File: config.mk
export PLATFORM = sky130hd
export DESIGN_NAME = pkt_trace_buf
export DESIGN_NICKNAME = d
export VERILOG_FILES = /design/src/rtl/pkt_trace_pkg.sv /design/src/rtl/trace_gap_counter.sv /design/src/rtl/trace_ring_store.sv /design/src/rtl/pkt_trace_buf.sv
export SDC_FILE = /design/constraint.sdc
export NUM_CORES = 1
export LEC_CHECK = 0
export ABC_AREA = 1
export BUFFER_PORTS_ARGS = -buffer_cell sky130_fd_sc_hd__buf_2
export CORE_UTILIZATION = 50
export CTS_CLUSTER_SIZE = 14
export DETAILED_ROUTE_END_ITERATION = 6
export PLACE_DENSITY = 0.66
export SETUP_SLACK_MARGIN = 0.5
export SYNTH_ARGS = -nofsm -noshare
export SYNTH_HDL_FRONTEND = slang
export SYNTH_SLANG_ARGS = --single-unit
File: constraint.sdc
create_clock -name clk -period 2.41 [get_ports clk]
set_input_delay 0.3615 -clock clk [delete_from_list [all_inputs] [get_ports clk]]
set_output_delay 0.3615 -clock clk [all_outputs]
set_load 0.1 [all_outputs]
File: src/rtl/pkt_trace_pkg.sv
package pkt_trace_pkg;
    localparam int unsigned DEF_DEPTH = 8;
    localparam int unsigned DEF_DST_W = 4;
    localparam int unsigned DEF_SRC_W = 4;
    localparam int unsigned DEF_GAP_W = 8;

    // Slot holding the record written 'age' captures before the newest one.
    function automatic int unsigned age_to_slot(int unsigned wr_ptr, int unsigned age,
                                                int unsigned depth);
        return (wr_ptr + 2 * depth - 1 - age) % depth;
    endfunction
endpackage

File: src/rtl/trace_gap_counter.sv
module trace_gap_counter #(
    parameter int unsigned W = 8
) (
    input  logic         clk,
    input  logic         rst_n,
    input  logic         restart,
    output logic [W-1:0] gap
);
    localparam logic [W-1:0] MAX = {W{1'b1}};

    typedef struct packed {
        logic [W-1:0] cnt;
    } gap_state_t;

    gap_state_t s_d, s_q;

    always_comb begin
        s_d = s_q;
        if (restart) begin
            s_d.cnt = '0;
        end else if (s_q.cnt != MAX) begin
            s_d.cnt = s_q.cnt + 1'b1;
        end
    end

    always_ff @(posedge clk or negedge rst_n) begin
        if (!rst_n) s_q <= '0;
        else        s_q <= s_d;
    end

    assign gap = s_q.cnt;

    // once saturated, the count holds until the next capture
    p_gap_sat_r5: assert property (@(posedge clk) disable iff (!rst_n)
        (s_q.cnt == MAX && !restart) |=> (s_q.cnt == MAX));
endmodule

File: src/rtl/trace_ring_store.sv
module trace_ring_store #(
    parameter int unsigned DEPTH = 8,
    parameter int unsigned ENT_W = 16
) (
    input  logic                     clk,
    input  logic                     rst_n,
    input  logic                     wr_en,
    input  logic [ENT_W-1:0]         wr_data,
    input  logic [$clog2(DEPTH)-1:0] rd_idx,
    output logic [ENT_W-1:0]         rd_data,
    output logic                     rd_valid
);
    import pkt_trace_pkg::*;

    localparam int unsigned PTR_W = $clog2(DEPTH);
    localparam int unsigned CNT_W = $clog2(DEPTH + 1);
    localparam logic [PTR_W-1:0] LAST = PTR_W'(DEPTH - 1);
    localparam logic [CNT_W-1:0] FULL = CNT_W'(DEPTH);

    typedef struct packed {
        logic [DEPTH-1:0][ENT_W-1:0] mem;
        logic [PTR_W-1:0]            ptr;
        logic [CNT_W-1:0]            fill;
    } ring_state_t;

    ring_state_t s_d, s_q;

    always_comb begin
        s_d = s_q;
        if (wr_en) begin
            s_d.mem[s_q.ptr] = wr_data;
            s_d.ptr          = (s_q.ptr == LAST) ? '0 : s_q.ptr + 1'b1;
            if (s_q.fill != FULL) s_d.fill = s_q.fill + 1'b1;
        end
    end

    always_ff @(posedge clk or negedge rst_n) begin
        if (!rst_n) s_q <= '0;
        else        s_q <= s_d;
    end

    logic [PTR_W-1:0] slot;

    always_comb begin
        slot     = PTR_W'(age_to_slot(int'(s_q.ptr), int'(rd_idx), DEPTH));
        rd_valid = (CNT_W + 1)'(rd_idx) < (CNT_W + 1)'(s_q.fill);
        rd_data  = rd_valid ? s_q.mem[slot] : '0;
    end

    // the fill count never exceeds the depth
    p_fill_bound_r4: assert property (@(posedge clk) disable iff (!rst_n)
        s_q.fill <= FULL);
    // records never disappear once written
    p_fill_mono_r7: assert property (@(posedge clk) disable iff (!rst_n)
        s_q.fill >= $past(s_q.fill));
    // without a write the history is unchanged
    p_hold_r6: assert property (@(posedge clk) disable iff (!rst_n)
        !wr_en |=> ($stable(s_q.ptr) && $stable(s_q.fill) && $stable(s_q.mem)));
endmodule

File: src/rtl/pkt_trace_buf.sv
module pkt_trace_buf #(
    parameter int unsigned DEPTH = pkt_trace_pkg::DEF_DEPTH,
    parameter int unsigned DST_W = pkt_trace_pkg::DEF_DST_W,
    parameter int unsigned SRC_W = pkt_trace_pkg::DEF_SRC_W,
    parameter int unsigned GAP_W = pkt_trace_pkg::DEF_GAP_W
) (
    input  logic                           clk,
    input  logic                           rst_n,
    input  logic                           pkt_valid,
    input  logic                           pkt_ready,
    input  logic                           pkt_sop,
    input  logic [DST_W-1:0]               pkt_dst,
    input  logic [SRC_W-1:0]               pkt_src,
    input  logic                           freeze,
    input  logic [$clog2(DEPTH)-1:0]       rd_idx,
    output logic [DST_W+SRC_W+GAP_W-1:0]   rd_entry,
    output logic                           rd_valid
);
    localparam int unsigned ENT_W = DST_W + SRC_W + GAP_W;

    logic             capture;
    logic [GAP_W-1:0] gap;
    logic [ENT_W-1:0] new_entry;

    always_comb begin
        capture   = pkt_valid && pkt_ready && pkt_sop && !freeze;
        new_entry = {pkt_dst, pkt_src, gap};
    end

    trace_gap_counter #(.W(GAP_W)) u_gap (
        .clk     (clk),
        .rst_n   (rst_n),
        .restart (capture),
        .gap     (gap)
    );

    trace_ring_store #(.DEPTH(DEPTH), .ENT_W(ENT_W)) u_ring (
        .clk      (clk),
        .rst_n    (rst_n),
        .wr_en    (capture),
        .wr_data  (new_entry),
        .rd_idx   (rd_idx),
        .rd_data  (rd_entry),
        .rd_valid (rd_valid)
    );

    // a capture makes the newest record readable
    p_newest_valid_r1: assert property (@(posedge clk) disable iff (!rst_n)
        (capture && rd_idx == '0) |=> rd_valid);
endmodule

==> results of run 1 <==
[kinds of logic after synthesis]
family | count (synthesis) | synth area share
flops | 143 | 0.4985
buf+inv | 91 | 0.06833
simple gates | 483 | 0.2822
compound gates | 141 | 0.1281
xor+xnor | 5 | 0.006100
fa+ha+maj | 9 | 0.01673
[worst min-delay path: stages]
cell and delay [ns]:
buf_2 0.15, nor2_8 0.08, a21oi_1 0.10
[state kept, by name, indices dropped and copies added, names as in the netlist]
register,cells
u_ring.s_q,135
u_gap.gap,8
[layout by cell type, fill, tap and decap left out, drive strengths merged]
| cell | Yosys | layout |
|---|---|---|
| a21oi | 7 | 7 |
| buf | 39 | 55 |
| bufinv | 0 | 4 |
| clkbuf | 9 | 22 |
| clkinv | 0 | 7 |
| clkinvlp | 0 | 1 |
| dfrtp | 143 | 143 |
| dlygate4sd3 | 0 | 1 |
| fa | 1 | 1 |
| ha | 8 | 8 |
| inv | 43 | 42 |
| nand2 | 373 | 375 |
| nand3 | 79 | 79 |
| nand4 | 4 | 4 |
| nor2 | 26 | 26 |
| o21ai | 134 | 134 |
| or2 | 1 | 1 |
| xnor2 | 1 | 1 |
| xor2 | 4 | 4 |
[cells in the mapped netlist (2+ instances only)]
library cell    n
a21oi_1         7
buf_2          23
buf_6          16
clkbuf_1        9
dfrtp_1       143
ha_1            8
inv_1          39
inv_2           4
nand2_1       366
nand2_2         7
nand3_1        78
nand4_4         3
nor2_1         22
nor2_4          2
o21ai_0         5
o21ai_1        72
o21ai_2        57
xor2_1          4
[worst max-delay path by stage]
stage	start	slack (ns)	depth (start not counted)	end
6_report	u_ring.s_q[4]	-0.46	11	rd_entry[0]
5_1_grt	u_ring.s_q[4]	-0.52	11	rd_entry[3]
4_1_cts	u_ring.s_q[4]	-0.46	11	rd_entry[7]
3_5_place_dp	rd_idx[0]	-0.11	13	rd_entry[5]
3_3_place_gp	rd_idx[0]	-0.08	13	rd_entry[5]
2_1_floorplan	u_ring.s_q[4]	-0.12	10	rd_entry[1]
[layer usage]
metal  part of all wire  wire [um]  GRT usage  up-vias
met5                  0          0          0        -
met4              0.024        440     0.1049        0
met3              0.052        967    0.05197       42
met2               0.50       9191     0.4417      175
met1               0.43       7964     0.3515     2887
li1                   -          -          -     2885
[timing repair]
| action | 4_1_cts | 5_1_grt |
|---|---|---|
| gates resized for setup | 27 | 22 |
| endpoints found under the hold margin | 29 | 0 |
| setup buffers | 0 | 0 |
| setup endpoints to repair | 17 | 17 |
| hold buffers | 1 | 0 |
| pin swaps | 17 | 21 |
| cloned | 2 | 1 |
[layout make-up]
| cell class | count | area share |
|---|---|---|
| multi-input combinational | 640 | 0.3938 |
| sequential | 143 | 0.4042 |
| inverter | 43 | 0.01950 |
| clock inverter | 11 | 0.01837 |
| clock buffer | 21 | 0.05199 |
| tap | 180 | 0.02543 |
| timing repair buffer | 57 | 0.08675 |
[stage by stage]
stage | setup TNS (ns) | instance area (um^2) | setup WS [ns] | hold slack, ns
after floorplan | -1.663 | 7413 | -0.1190 | 0.06591
after global placement | -0.7540 | 7989 | -0.07969 | 0.2597
after detailed placement | -1.319 | 7989 | -0.1106 | 0.2698
after CTS | -6.868 | 8736 | -0.4569 | 0.3148
after global routing | -7.978 | 8856 | -0.5213 | 0.3422
final | -6.648 | 8856 | -0.4634 | 0.3204
==> results_tabular.tex, run 1 <==
\begin{tabular}{lr}
\hline
Metric & Value \\
\hline
\multicolumn{2}{l}{\textbf{Die}} \\
Area of the die & between 10000 and 15000 um\^{}2 \\
Placeable Area & approximately 14000 um\^{}2 \\
Site Rows & 43 \\
Die Wd & 121.8 um \\
Total I/O pin count & 34 \\
Die extent in y & roughly 120 um \\
Effective utilization at floorplan & 0.5151 \\
\multicolumn{2}{l}{\textbf{STA}} \\
Skew final & roughly 0.0062 ns \\
Setup WS post-layout & -0.4634 ns \\
Final Slew Violations & 0 \\
Final critical delay including setup and external delays & $\sim$2.9 ns \\
Achievable clock frequency & roughly 350 MHz \\
Worst max-slew margin expressed relative to the limit & 0.5071 \\
Final hold vios & 0 \\
Pin slew with the least headroom to its limit & about 0.74 ns \\
Unrepaired setup endpoints after global routing & true \\
Final Cycle Share & 1.192 \\
Setup Viol. Count Final & 16 \\
\multicolumn{2}{l}{\textbf{Setup path}} \\
Nature of the critical path startpoint & flip-flop \\
Arrival time at the worst endpoint & 2.51 ns \\
Endpoint of the worst register-to-register path & u\_ring.s\_q[9] \\
Cell type group with the largest total delay on the critical path & adder cells \\
Beginning of the worst register-to-register path & u\_ring.s\_q[5] \\
Most repeated library cell on the critical path & nand2\_1 \\
R2R depth & 5 \\
Setup crit end kind & primary output \\
Setup slack, reg-to-reg & about 0.7 ns \\
Worst EP required & approximately 2.1 ns \\
Worst stage delay on the critical path & 0.51 ns \\
Sequence of cells on the critical path & ha\_4 -> fa\_1 -> buf\_6 -> inv\_8 -> clkbuf\_16 -> nand3\_1 -> nand2\_1 -> nand2\_1 -> nand2\_2 -> nor2\_4 -> buf\_12 \\
Crit Path Max Fanout & 12 \\
Startpoint-to-endpoint class of the critical path & reg2out \\
Crit path buf inv count & 4 \\
Slowest cell on crit path & fa\_1 \\
\multicolumn{2}{l}{\textbf{Route}} \\
Wire length reported by the detailed router & between 15000 and 20000 um \\
Count of vias placed by the detailed router & 5989 \\
First-iteration detailed-routing DRC count & roughly 520 \\
Number of nets with antenna violations after routing & 0 \\
Router iterations before antenna repair & 6 \\
\# DRC & 0 \\
Number of vias per cell & roughly 5.5 \\
Routed wirelength normalized by instance count & 16.95 um \\
\multicolumn{2}{l}{\textbf{Hold path}} \\
Path category of the worst min-delay check & in2reg \\
Launch point of the worst hold path & freeze \\
Number of cells on the worst hold path & 3 \\
Min-Delay Endpoint & u\_gap.gap[3] \\
\multicolumn{2}{l}{\textbf{Synthesis}} \\
Combined area of all synthesized cells & between 7000 and 8000 um\^{}2 \\
Post-synth net total & between 800 and 900 \\
Number of enable flip-flop cells after synthesis & 0 \\
Cell types occupying the most area after synthesis & dfrtp\_1 50\%, nand2\_1 19\%, o21ai\_2 7.0\% \\
Top cell type's share of synthesized area & 0.4985 \\
Cell taking the most area after synthesis & dfrtp\_1 \\
Fraction of the yosys area taken by sequential cells & 0.4985 \\
Number of storage elements in the synthesis netlist & $\sim$140 \\
Warning count from the yosys run & 0 \\
Post-Syn Instances & $\sim$870 \\
Ys flop type & dfrtp\_1 \\
Distinct cell type count of the synthesized netlist & 25 \\
Ys async rst share & 1.000 \\
Post-Synthesis Mean Instance Area & 8.232 um\^{}2 \\
\multicolumn{2}{l}{\textbf{Cells and area}} \\
Total area of multi-input combinational cells & between 3000 and 4000 um\^{}2 \\
ANT cells & 0 \\
Filler-free cell count of the finished design & between 1000 and 1500 \\
Area taken by flip-flops and latches & roughly 3600 um\^{}2 \\
Proportion of layout cells with a drive suffix above 1 & 0.2568 \\
Layout area overhead & 23.37\% \\
Final core area utilization & 0.6355 \\
Total of fill cells in the finished design & 1128 \\
Total number of nets in the final design & 928 \\
\multicolumn{2}{l}{\textbf{Placed design}} \\
Dpl cells & roughly 1100 \\
Final GP Congestion & roughly 0.8 \\
Detailed-placement wirelength estimate & 10950 um \\
Port-buffer cells & 33 \\
\multicolumn{2}{l}{\textbf{Status}} \\
Violations in the final reports & negative setup slack \\
Outcome & finished, violations left \\
\multicolumn{2}{l}{\textbf{Job}} \\
Total of max-cap violations & 0 \\
\multicolumn{2}{l}{\textbf{CTS}} \\
Clock tree buffer depth & 2 \\
Number of H-tree levels & 4 \\
TritonCTS buffer count & 17 \\
Clock transition at the register clock pins on the worst setup and hold paths after CTS & roughly 0.060 ns \\
Worst-skew pair later-pin latency & 0.43 ns \\
Clock tree from TritonCTS & yes \\
Clock Tree Root & clkbuf\_16 \\
CTS sink count & approximately 140 \\
\multicolumn{2}{l}{\textbf{Global routing}} \\
Maximum number of pins on one net before global-route repair & 74 \\
Number of global-route vias before repair & 5849 \\
GRT overflow & 0 \\
Combined global-route utilization of all metal layers & 0.2694 \\
Wire length of the first global-routing pass & 30000 um \\
Antenna violations before repair & 0 \\
\hline
\end{tabular}
Power of run 1 is not shown: default switching activity piles up to over one toggle a cycle in this logic, so the estimate is an artifact.
==> run 2, diff against run 1 <==
--- a/config.mk
+++ b/config.mk
@@ -7,6 +7,8 @@
 export LEC_CHECK = 0
 export ABC_AREA = 1
 export BUFFER_PORTS_ARGS = -buffer_cell sky130_fd_sc_hd__buf_2
+export CORE_ASPECT_RATIO = 1.75
+export CORE_MARGIN = 2
 export CORE_UTILIZATION = 50
 export CTS_CLUSTER_SIZE = 14
 export DETAILED_ROUTE_END_ITERATION = 6
==> run 2 against run 1 <==
Compared with the run above:
- the run still ends with negative setup slack left
- clock-buffer cell count down 2
- design area is 0.27% lower
- first-iteration DRC count is 7.9% lower
- cell count grew 0.73%
- clock skew grew 0.0035 ns
- non-clock buffer count grew 8
- register-to-register slack is essentially flat
- worst setup slack better by 0.11 ns
- via count is 1.4% lower
- utilization down 1.5 points
- fmax up 3.8%
- hold slack improved by 0.0067 ns
- critical endpoint is now rd_entry[2]
==> results_tabular.tex, run 2 (same netlist as run 1, synthesis figures left out) <==
\begin{tabular}{lr}
\hline
Metric & Value \\
\hline
\multicolumn{2}{l}{\textbf{Route}} \\
Wire length reported by the detailed router & 18190 um \\
Routed wirelength normalized by instance count & $\sim$16 um \\
Routed length on met2 & between 9000 and 10000 um \\
Post-Route M1 WL & between 7000 and 8000 um \\
First-iteration detailed-routing DRC count & approximately 480 \\
Router iterations before antenna repair & 5 \\
Top sig layer & met4 \\
Number of nets with antenna violations after routing & 0 \\
\# DRC & 0 \\
Sum of met3 wire segment lengths after detailed routing & about 540 um \\
Number of vias per cell & 5.356 \\
Count of vias placed by the detailed router & between 5000 and 6000 \\
\multicolumn{2}{l}{\textbf{STA}} \\
Achievable clock frequency & 361.4 MHz \\
Unrepaired setup endpoints after global routing & true \\
Final hold vios & 0 \\
Pin slew with the least headroom to its limit & between 0.7 and 0.8 ns \\
Final Slew Violations & 0 \\
Setup Viol. Count Final & 16 \\
Setup WS post-layout & -0.3570 ns \\
Final Cycle Share & 1.148 \\
Worst max-slew margin expressed relative to the limit & 0.5233 \\
Skew final & 0.009700 ns \\
Final critical delay including setup and external delays & 2.767 ns \\
\multicolumn{2}{l}{\textbf{Placed design}} \\
Worst-case setup slack after placement & -0.08028 ns \\
Final GP Congestion & 0.7949 \\
Dpl cells & around 1100 \\
Port-buffer cells & 33 \\
Detailed-placement wirelength estimate & around 11000 um \\
Placed Instance Area & 7986 um\^{}2 \\
\multicolumn{2}{l}{\textbf{Cells and area}} \\
Filler-free cell count of the finished design & roughly 1100 \\
ANT cells & 0 \\
Final core area utilization & 0.6210 \\
Total number of nets in the final design & around 940 \\
Commonest cells after routing, fill and taps aside & 338 x nand2\_1, 142 x dfrtp\_1, 72 x o21ai\_1 \\
Number of flip-flops in the largest register & between 100 and 150 \\
Total of fill cells in the finished design & between 1000 and 1500 \\
Layout area overhead & 23.04\% \\
Most frequent standard cell in the layout excluding fill and tap cells & nand2\_1 \\
Total non-filler cell area in the finished layout & just under 9000 um\^{}2 \\
Largest register by flop count & u\_ring.s\_q \\
Proportion of layout cells with a drive suffix above 1 & 0.2633 \\
\multicolumn{2}{l}{\textbf{Global routing}} \\
GRT overflow & 0 \\
Maximum number of pins on one net before global-route repair & 66 \\
Combined global-route utilization of all metal layers & 0.2584 \\
Antenna violations before repair & 0 \\
Wire length of the first global-routing pass & 30420 um \\
Number of global-route vias before repair & approximately 6000 \\
\multicolumn{2}{l}{\textbf{CTS}} \\
TritonCTS buffer count & 17 \\
Clock tree from TritonCTS & yes \\
CTS sink count & around 140 \\
Number of H-tree levels & 4 \\
Clock tree buffer depth & 2 \\
Worst-skew pair later-pin latency & roughly 0.42 ns \\
Clock transition at the register clock pins on the worst setup and hold paths after CTS & around 0.060 ns \\
Clock Tree Root & clkbuf\_16 \\
\multicolumn{2}{l}{\textbf{Setup path}} \\
Crit Path Max Fanout & 14 \\
Sequence of cells on the critical path & ha\_4 -> fa\_2 -> inv\_4 -> buf\_12 -> nand3\_2 -> nand2\_1 -> nand2\_1 -> nand2\_2 -> nor2\_4 -> buf\_12 \\
Crit path buf inv count & 3 \\
Slowest cell on crit path & fa\_2 \\
Setup crit end kind & primary output \\
Startpoint-to-endpoint class of the critical path & reg2out \\
Worst EP required & 2.05 ns \\
Cell type group with the largest total delay on the critical path & adder cells \\
Arrival time at the worst endpoint & around 2.4 ns \\
Nature of the critical path startpoint & flip-flop \\
Worst stage delay on the critical path & between 0.5 and 0.6 ns \\
\multicolumn{2}{l}{\textbf{Die}} \\
Placeable Area & 14220 um\^{}2 \\
Area of the die & 15370 um\^{}2 \\
Site Rows & between 50 and 60 \\
Total I/O pin count & 34 \\
Effective utilization at floorplan & 0.5047 \\
Die Wd & 94.58 um \\
Die extent in y & 162.5 um \\
\multicolumn{2}{l}{\textbf{Hold path}} \\
Path category of the worst min-delay check & in2reg \\
\multicolumn{2}{l}{\textbf{Status}} \\
Violations in the final reports & negative setup slack \\
Outcome & finished, violations left \\
\multicolumn{2}{l}{\textbf{Job}} \\
Total of max-cap violations & 0 \\
\hline
\end{tabular}
run 2: cell types whose count changed in the layout (fill, tap and decap cells not counted), moves of 2 or more:
cell,before,now
nand3_4,4,0
clkinv_2,5,0
nand3_1,63,65
nand2_1,336,338
inv_6,0,5
nand3_2,12,14
bufinv_16,4,2
clkinvlp_4,1,4
buf_4,10,20
nand2_2,34,32
run 2: through the flow:
| step | hold slack, ns | TNS (ns) |
|---|---|---|
| finish | 0.3272 | -5.402 |
| global route | 0.3138 | -7.027 |
| CTS | 0.3185 | -5.712 |
| detailed placement | 0.4071 | -0.7585 |
| global placement | 0.4132 | -0.6325 |
| floorplan | 0.06591 | -1.663 |
run 2: layout make-up:
cell class	instances	area, um^2	area share
Clock inverter	13	152.6	0.01728
Clock buffer	19	442.9	0.05015
Timing Repair Buffer	65	798.3	0.09038
Sequential cell	143	3580	0.4053
Tap cell	180	225.2	0.02550
Inverter	43	167.7	0.01898
Multi-Input combinational cell	640	3466	0.3924
run 2: timing repair:
item / CTS / global route
pin swaps: 8 / 7
setup endpoints to repair: 17 / 17
buffers inserted: 0 / 6
endpoints found under the hold margin: 62 / 0
cloned: 2 / 0
hold buffers: 1 / 0
resized for setup: 29 / 14
run 2: worst register-to-register path: stages (launching register included):
cell,delay (ns)
dfrtp_1,0.40
buf_4,0.18
nor2_1,0.18
nand2_2,0.44
nand2_1,0.26
o21ai_1,0.11
run 2: path summary, 6_finish.rpt:
path	startpoint	to	slack, ns	cells past startpoint
worst max-delay path	u_ring.s_q[4]	rd_entry[2]	-0.36	10
worst min register to register	u_ring.s_q[34]	u_ring.s_q[34]	0.48	2
worst min-delay path	freeze	u_gap.gap[3]	0.33	3
min in group asynchronous	rst_n	u_ring.s_q[68]	0.51	2
worst max register to register	u_ring.s_q[5]	u_ring.s_q[18]	0.69	5
max in group asynchronous	rst_n	u_ring.s_q[4]	1.26	3
run 2: routing by layer:
layer / track usage / vias to the layer above
li1: - / 2881
met1: 0.3334 / 2878
met2: 0.4429 / 125
met3: 0.04674 / 24
met4: 0.07444 / 0
met5: 0 / -
Power of run 2 is left out for the same reason.
